`src/rtl/exd_pkg.sv`:
```
package exd_pkg;
   // carry-propagate adder topology choice
   typedef enum logic [0:0] {
      CPA_RIPPLE = 1'b0,
      CPA_NATIVE = 1'b1
   } cpa_kind_e;
endpackage

```
`src/rtl/exd_delta_reg.sv`:
```
module exd_delta_reg #(
   parameter int DW      = 4,
   parameter int DEFAULT = 3
) (
   input  logic          clk,
   input  logic          rst_n,
   input  logic          we,
   input  logic [DW-1:0] wdata,
   output logic [DW-1:0] delta_q
);
   always_ff @(posedge clk or negedge rst_n) begin
      if (!rst_n)
         delta_q <= DW'(DEFAULT);
      else if (we && (wdata != '0))
         delta_q <= wdata;
   end

   p_load_r6: assert property (@(posedge clk) disable iff (!rst_n)
      (we && wdata != '0) |=> (delta_q == $past(wdata)));
   p_zero_ignored_r7: assert property (@(posedge clk) disable iff (!rst_n)
      (we && wdata == '0) |=> $stable(delta_q));
   p_hold_r8: assert property (@(posedge clk) disable iff (!rst_n)
      (!we) |=> $stable(delta_q));
   p_nonzero_r7: assert property (@(posedge clk) disable iff (!rst_n)
      delta_q != '0);
endmodule

```
`src/rtl/exd_offset_gen.sv`:
```
module exd_offset_gen #(
   parameter int N = 5
) (
   input  logic         fa,
   input  logic         fb,
   input  logic [N-2:0] delta,
   output logic [N-1:0] off_low,
   output logic         off_sign,
   output logic         off_cin
);
   logic [N-1:0] d_ext;
   assign d_ext = {1'b0, delta};

   always_comb begin
      off_low  = '0;
      off_sign = 1'b0;
      off_cin  = 1'b0;
      if (!fa && !fb) begin
         off_low = d_ext;           // +d
      end else if (fa && fb) begin
         off_low  = ~d_ext;         // -d as ones' complement, +1 via carry-in
         off_sign = 1'b1;
         off_cin  = 1'b1;
      end
   end
endmodule

```
`src/rtl/exd_csa.sv`:
```
module exd_csa #(
   parameter int N = 5
) (
   input  logic [N-1:0] a,
   input  logic [N-1:0] b,
   input  logic [N-1:0] c,
   output logic [N-1:0] sum,
   output logic [N-1:0] cry   // cry[i] carries weight 2^(i+1)
);
   for (genvar i = 0; i < N; i++) begin : g_fa
      assign sum[i] = a[i] ^ b[i] ^ c[i];
      assign cry[i] = (a[i] & b[i]) | (a[i] & c[i]) | (b[i] & c[i]);
   end
endmodule

```
`src/rtl/exd_cpa.sv`:
```
module exd_cpa
   import exd_pkg::*;
#(
   parameter int        N    = 5,
   parameter cpa_kind_e KIND = CPA_RIPPLE
) (
   input  logic [N-1:0] a,
   input  logic [N-1:0] b,
   input  logic         cin,
   output logic [N-1:0] sum,
   output logic         cout
);
   if (KIND == CPA_RIPPLE) begin : g_ripple
      logic [N:0] c;
      assign c[0] = cin;
      for (genvar i = 0; i < N; i++) begin : g_bit
         assign sum[i]   = a[i] ^ b[i] ^ c[i];
         assign c[i+1]   = (a[i] & b[i]) | (c[i] & (a[i] ^ b[i]));
      end
      assign cout = c[N];
   end else begin : g_native
      logic [N:0] full;
      assign full = {1'b0, a} + {1'b0, b} + (N+1)'(cin);
      assign sum  = full[N-1:0];
      assign cout = full[N];
   end
endmodule

```
`src/rtl/exd_mod_adder.sv`:
```
module exd_mod_adder
   import exd_pkg::*;
#(
   parameter int        N           = 5,
   parameter int        DELTA_RESET = 3,
   parameter cpa_kind_e CPA_KIND    = CPA_RIPPLE
) (
   input  logic         clk,
   input  logic         rst_n,
   input  logic         cfg_we,
   input  logic [N-2:0] cfg_delta,
   input  logic         x_flag,
   input  logic [N-1:0] x_mag,
   input  logic         y_flag,
   input  logic [N-1:0] y_mag,
   output logic         s_flag,
   output logic [N-1:0] s_mag
);
   localparam int DW = N - 1;

   if (N < 3) begin : g_bad_width
      $error("exd_mod_adder: N must be at least 3");
   end
   if (DELTA_RESET <= 0 || DELTA_RESET >= (1 << DW)) begin : g_bad_default
      $error("exd_mod_adder: DELTA_RESET outside (0, 2^(N-1))");
   end

   logic [DW-1:0] delta;
   logic [N-1:0]  off_low;
   logic          off_sign, off_cin;
   logic [N-1:0]  row_sum, row_cry;
   logic          cpa_cout;

   exd_delta_reg #(.DW(DW), .DEFAULT(DELTA_RESET)) u_dreg (
      .clk(clk), .rst_n(rst_n), .we(cfg_we), .wdata(cfg_delta), .delta_q(delta)
   );

   exd_offset_gen #(.N(N)) u_off (
      .fa(x_flag), .fb(y_flag), .delta(delta),
      .off_low(off_low), .off_sign(off_sign), .off_cin(off_cin)
   );

   exd_csa #(.N(N)) u_csa (
      .a(x_mag), .b(y_mag), .c(off_low), .sum(row_sum), .cry(row_cry)
   );

   exd_cpa #(.N(N), .KIND(CPA_KIND)) u_cpa (
      .a(row_sum), .b({row_cry[N-2:0], off_cin}), .cin(1'b0),
      .sum(s_mag), .cout(cpa_cout)
   );

   // weight-2^N contribution is cout + top carry - sign, always 0 or 1;
   // flag stays set (d owed) when that contribution is 0
   assign s_flag = off_sign ? ~(cpa_cout & row_cry[N-1])
                            : ~(cpa_cout | row_cry[N-1]);

   // canonical-input checks on the result encoding
   logic [N:0] modv;
   logic       x_ok, y_ok;
   assign modv = (N+1)'(1 << N) - (N+1)'(delta);
   assign x_ok = x_flag ? (x_mag >= N'(delta)) : ({1'b0, x_mag} < modv);
   assign y_ok = y_flag ? (y_mag >= N'(delta)) : ({1'b0, y_mag} < modv);

   p_canon_clear_r4: assert property (@(posedge clk) disable iff (!rst_n)
      (x_ok && y_ok && !s_flag) |-> ({1'b0, s_mag} < modv));
   p_canon_set_r4: assert property (@(posedge clk) disable iff (!rst_n)
      (x_ok && y_ok && s_flag) |-> (s_mag >= N'(delta)));
endmodule

```
`config.mk`:
```
export PLATFORM = sky130hd
export DESIGN_NAME = exd_mod_adder
export DESIGN_NICKNAME = d
export VERILOG_FILES = /design/src/rtl/exd_pkg.sv /design/src/rtl/exd_delta_reg.sv /design/src/rtl/exd_offset_gen.sv /design/src/rtl/exd_csa.sv /design/src/rtl/exd_cpa.sv /design/src/rtl/exd_mod_adder.sv
export SDC_FILE = /design/constraint.sdc
export NUM_CORES = 1
export LEC_CHECK = 0
export ABC_AREA = 1
export BUFFER_PORTS_ARGS = -buffer_cell sky130_fd_sc_hd__buf_2
export CAP_MARGIN = 20
export CORE_AREA = 2 2 39 41
export DETAILED_ROUTE_END_ITERATION = 6
export DIE_AREA = 0 0 41 43
export GPL_ROUTABILITY_DRIVEN = 1
export PLACE_DENSITY = 0.76
export SETUP_SLACK_MARGIN = 0.4
export SLEW_MARGIN = 20
export SYNTH_ARGS = -nofsm -noshare
export SYNTH_HDL_FRONTEND = slang
export SYNTH_SLANG_ARGS = --single-unit
```
`constraint.sdc`:
```
create_clock -name clk -period 4.9 [get_ports clk]
set_input_delay 0 -clock clk [delete_from_list [all_inputs] [get_ports clk]]
set_output_delay 0 -clock clk [all_outputs]
set_load 0.03 [all_outputs]
```
==> flow_summary.yaml <==
status:
  status: "completed"
critical_path:
  endpoint_kind: "output pin"
  worstPathRequired_ns: 4.90
  crit_start: "u_dreg.delta_q[0]"
  critPathBufInv: 4
  crit_family: "adder cells"
  timing.rr.start: "u_dreg.delta_q[0]"
  cp_cell_sequence: "nor2_1 > a21oi_1 > fa_1 > inv_1 > ha_1 > inv_1 > fa_1 > fa_1 > fa_1 > inv_1 > fa_1 > buf_2"
  worstSetupPathType: "flip-flop to output pin"
  critical-path-max-stage-delay_ns: 0.53
  worst_path_max_delay_cell: "dfstp_2"
  cp_max_fo: 3
  worstPathArrival_ns: 3.38
  start_kind: "flip-flop"
  cpMostUsedCell: "fa_1"
logic_synthesis:
  ys_types: 11
  syn_avg_cell_area_um2: 8.19
  synth-seq-area-share_pct: 22.0
  synth_area_um2: 467
  syn_inst: 57
  synth-seq-cells: 4
  synth_nets: 86
  yosys_warnings: 0
clocking:
  cts_inserted_buffers: 3
  cts_htree_levels: 1
  ctsRootBufferMaster: "clkbuf_4"
  clk_pin_slew_ns: 0.04
  cts_sinks: 4
  clkLatencyLatePin_ns: 0.23
  cts_tree: "yes"
  clockBufferDepth: 2
timing:
  max_freq_mhz: 296
  setup_violations: 0
  hold_viol: 0
  rsz0062_at_grt: "false"
  slew_violations: 0
  worst_slack_ns: 1.52
  fin_crit_ns: 3.38
  slew_headroom_pct: 82.7
  worstMarginPinSlew_ns: 0.257
  fin_skew_ns: 0
  tns_ns: 0
  min_period_over_period_pct: 69.0
layout:
  final_cell_mix: "buf_2, nand2_1, inv_1, fa_1"
  final_nets: 119
  layout_commonest_cell: "buf_2"
  regMostFlops: "u_dreg.delta_q"
  drive_above_1_share_pct: 33.7
  syn_to_final_growth_pct: 44.2
  reg.largest.list: "u_dreg.delta_q (4)"
  n_antenna_cell: 0
  largest_reg_flops: 4
  final_area_um2: 673
  fin_cells: 105
route:
  avgRoutedWirePerCell_um: 8.02
  drt-initial-drc-count: 9
  vias_per_cell: 4.03
  drc: 0
  dr.pass1.iters: 4
  vias: 423
  ant_nets: 0
  wl_um: 842
power_and_ir_drop:
  leakage_nw: 0.380
  peakVddDrop_mv: 0.120
  powerDensity_nw_per_um2: 287
  power.total_w: 0.000193
global_route:
  grt_pass1_wl_um: 1410
  gr-usage-all-layers_pct: 11.8
  grt_max_degree: 6
  antenna_found_initial: 0
  grt_pass1_vias: 394
  overflow: 0
flow_run:
  cap_viol_max_count: 0
placement:
  dpl_worst_slack_ns: 1.74
  place_area_um2: 607
  numPortBuffers: 24
  post-place-cells: 97
  hpwl_um: 754
  gp_congestion: 0.648
worst_hold_path:
  hp-class: "primary input to flip-flop"
  hold_start: "cfg_delta[0]"
die:
  die_w_um: 41
  die_h_um: 43
  core_um2: 1380
  rows: 14
  ios: 25
  die_area_um2: 1760
  initial_core_util_pct: 33.7
[cell type report]
cell class / instances / area, um2
fill: 141 / 711
multi-input combinational: 39 / 312
timing repair buffer: 28 / 160
sequential: 4 / 103
inverter: 14 / 52.6
clock buffer: 4 / 26.3
tap: 16 / 20.0
[through the flow]
step / util (%) / hold WS (ns)
6_report: 48.6 / 0.00798
5_1_grt: 48.6 / 0.0326
4_1_cts: 48.6 / 0.00247
3_5_place_dp: 43.9 / -0.190
3_3_place_gp: 43.9 / -0.195
2_1_floorplan: - / -0.296
[path summary, 6_finish.rpt]
path | cells after the start | slack (ns) | end
min in group asynchronous | 2 | 0.10 | u_dreg.delta_q[3]
worst min register to register | 2 | 0.47 | u_dreg.delta_q[1]
max in group asynchronous | 2 | 4.59 | u_dreg.delta_q[1]
worst max-delay path | 12 | 1.52 | s_mag[4]
worst max register to register | 2 | 4.21 | u_dreg.delta_q[0]
worst min-delay path | 3 | 0.008 | u_dreg.delta_q[0]
[power breakdown]
group          switching (W)  leakage [nW]  internal [W]
clock network      0.0000133        0.0150     0.0000305
registers         0.00000227        0.0452     0.0000377
logic              0.0000714         0.320     0.0000377
total              0.0000869         0.380      0.000106
[tightest hold or removal path, stage by stage]
cell and delay, ns:
buf_2 0.10, nand3_1 0.07, nand2_1 0.05
[cells by family (layout without fill, tap and decap cells)]
| logic type | Yosys count | after routing | synth area share [%] |
|---|---|---|---|
| and+or+nand+nor | 24 | 24 | 20.1 |
| buffers and inverters | 14 | 46 | 11.3 |
| adders and majority gates | 10 | 10 | 41.3 |
| AOI/OAI and AO/OA | 5 | 5 | 5.36 |
| DFF | 4 | 4 | 22.0 |
[layer usage]
metal	global-route usage [%]	routed length, um	vias up	share of wire (%)
met2	18.8	428	16	51
met1	14.3	336	179	40
met5	0	0	-	0
met3	2.09	78	0	9.3
li1	-	-	228	-
met4	6.00	0	0	0
[synthesized netlist by cell type (all sizes together)]
| cell | count | area share (%) |
|---|---|---|
| ha | 1 | 2.7 |
| a21oi | 1 | 1.1 |
| nand3 | 1 | 1.1 |
| nor2 | 4 | 3.2 |
| inv | 14 | 11 |
| fa | 9 | 39 |
| o21ai | 4 | 4.3 |
| dfstp | 2 | 11 |
| dfrtp | 2 | 11 |
| nand2 | 19 | 16 |
[repair_timing]
| action | 4_1_cts | 5_1_grt |
|---|---|---|
| setup buffers | 0 | 0 |
| resized for setup | 0 | 0 |
| hold buffers | 4 | 0 |
| endpoints found under the hold margin | 7 | 0 |
Note: power is estimated with default switching activity, not from simulation.
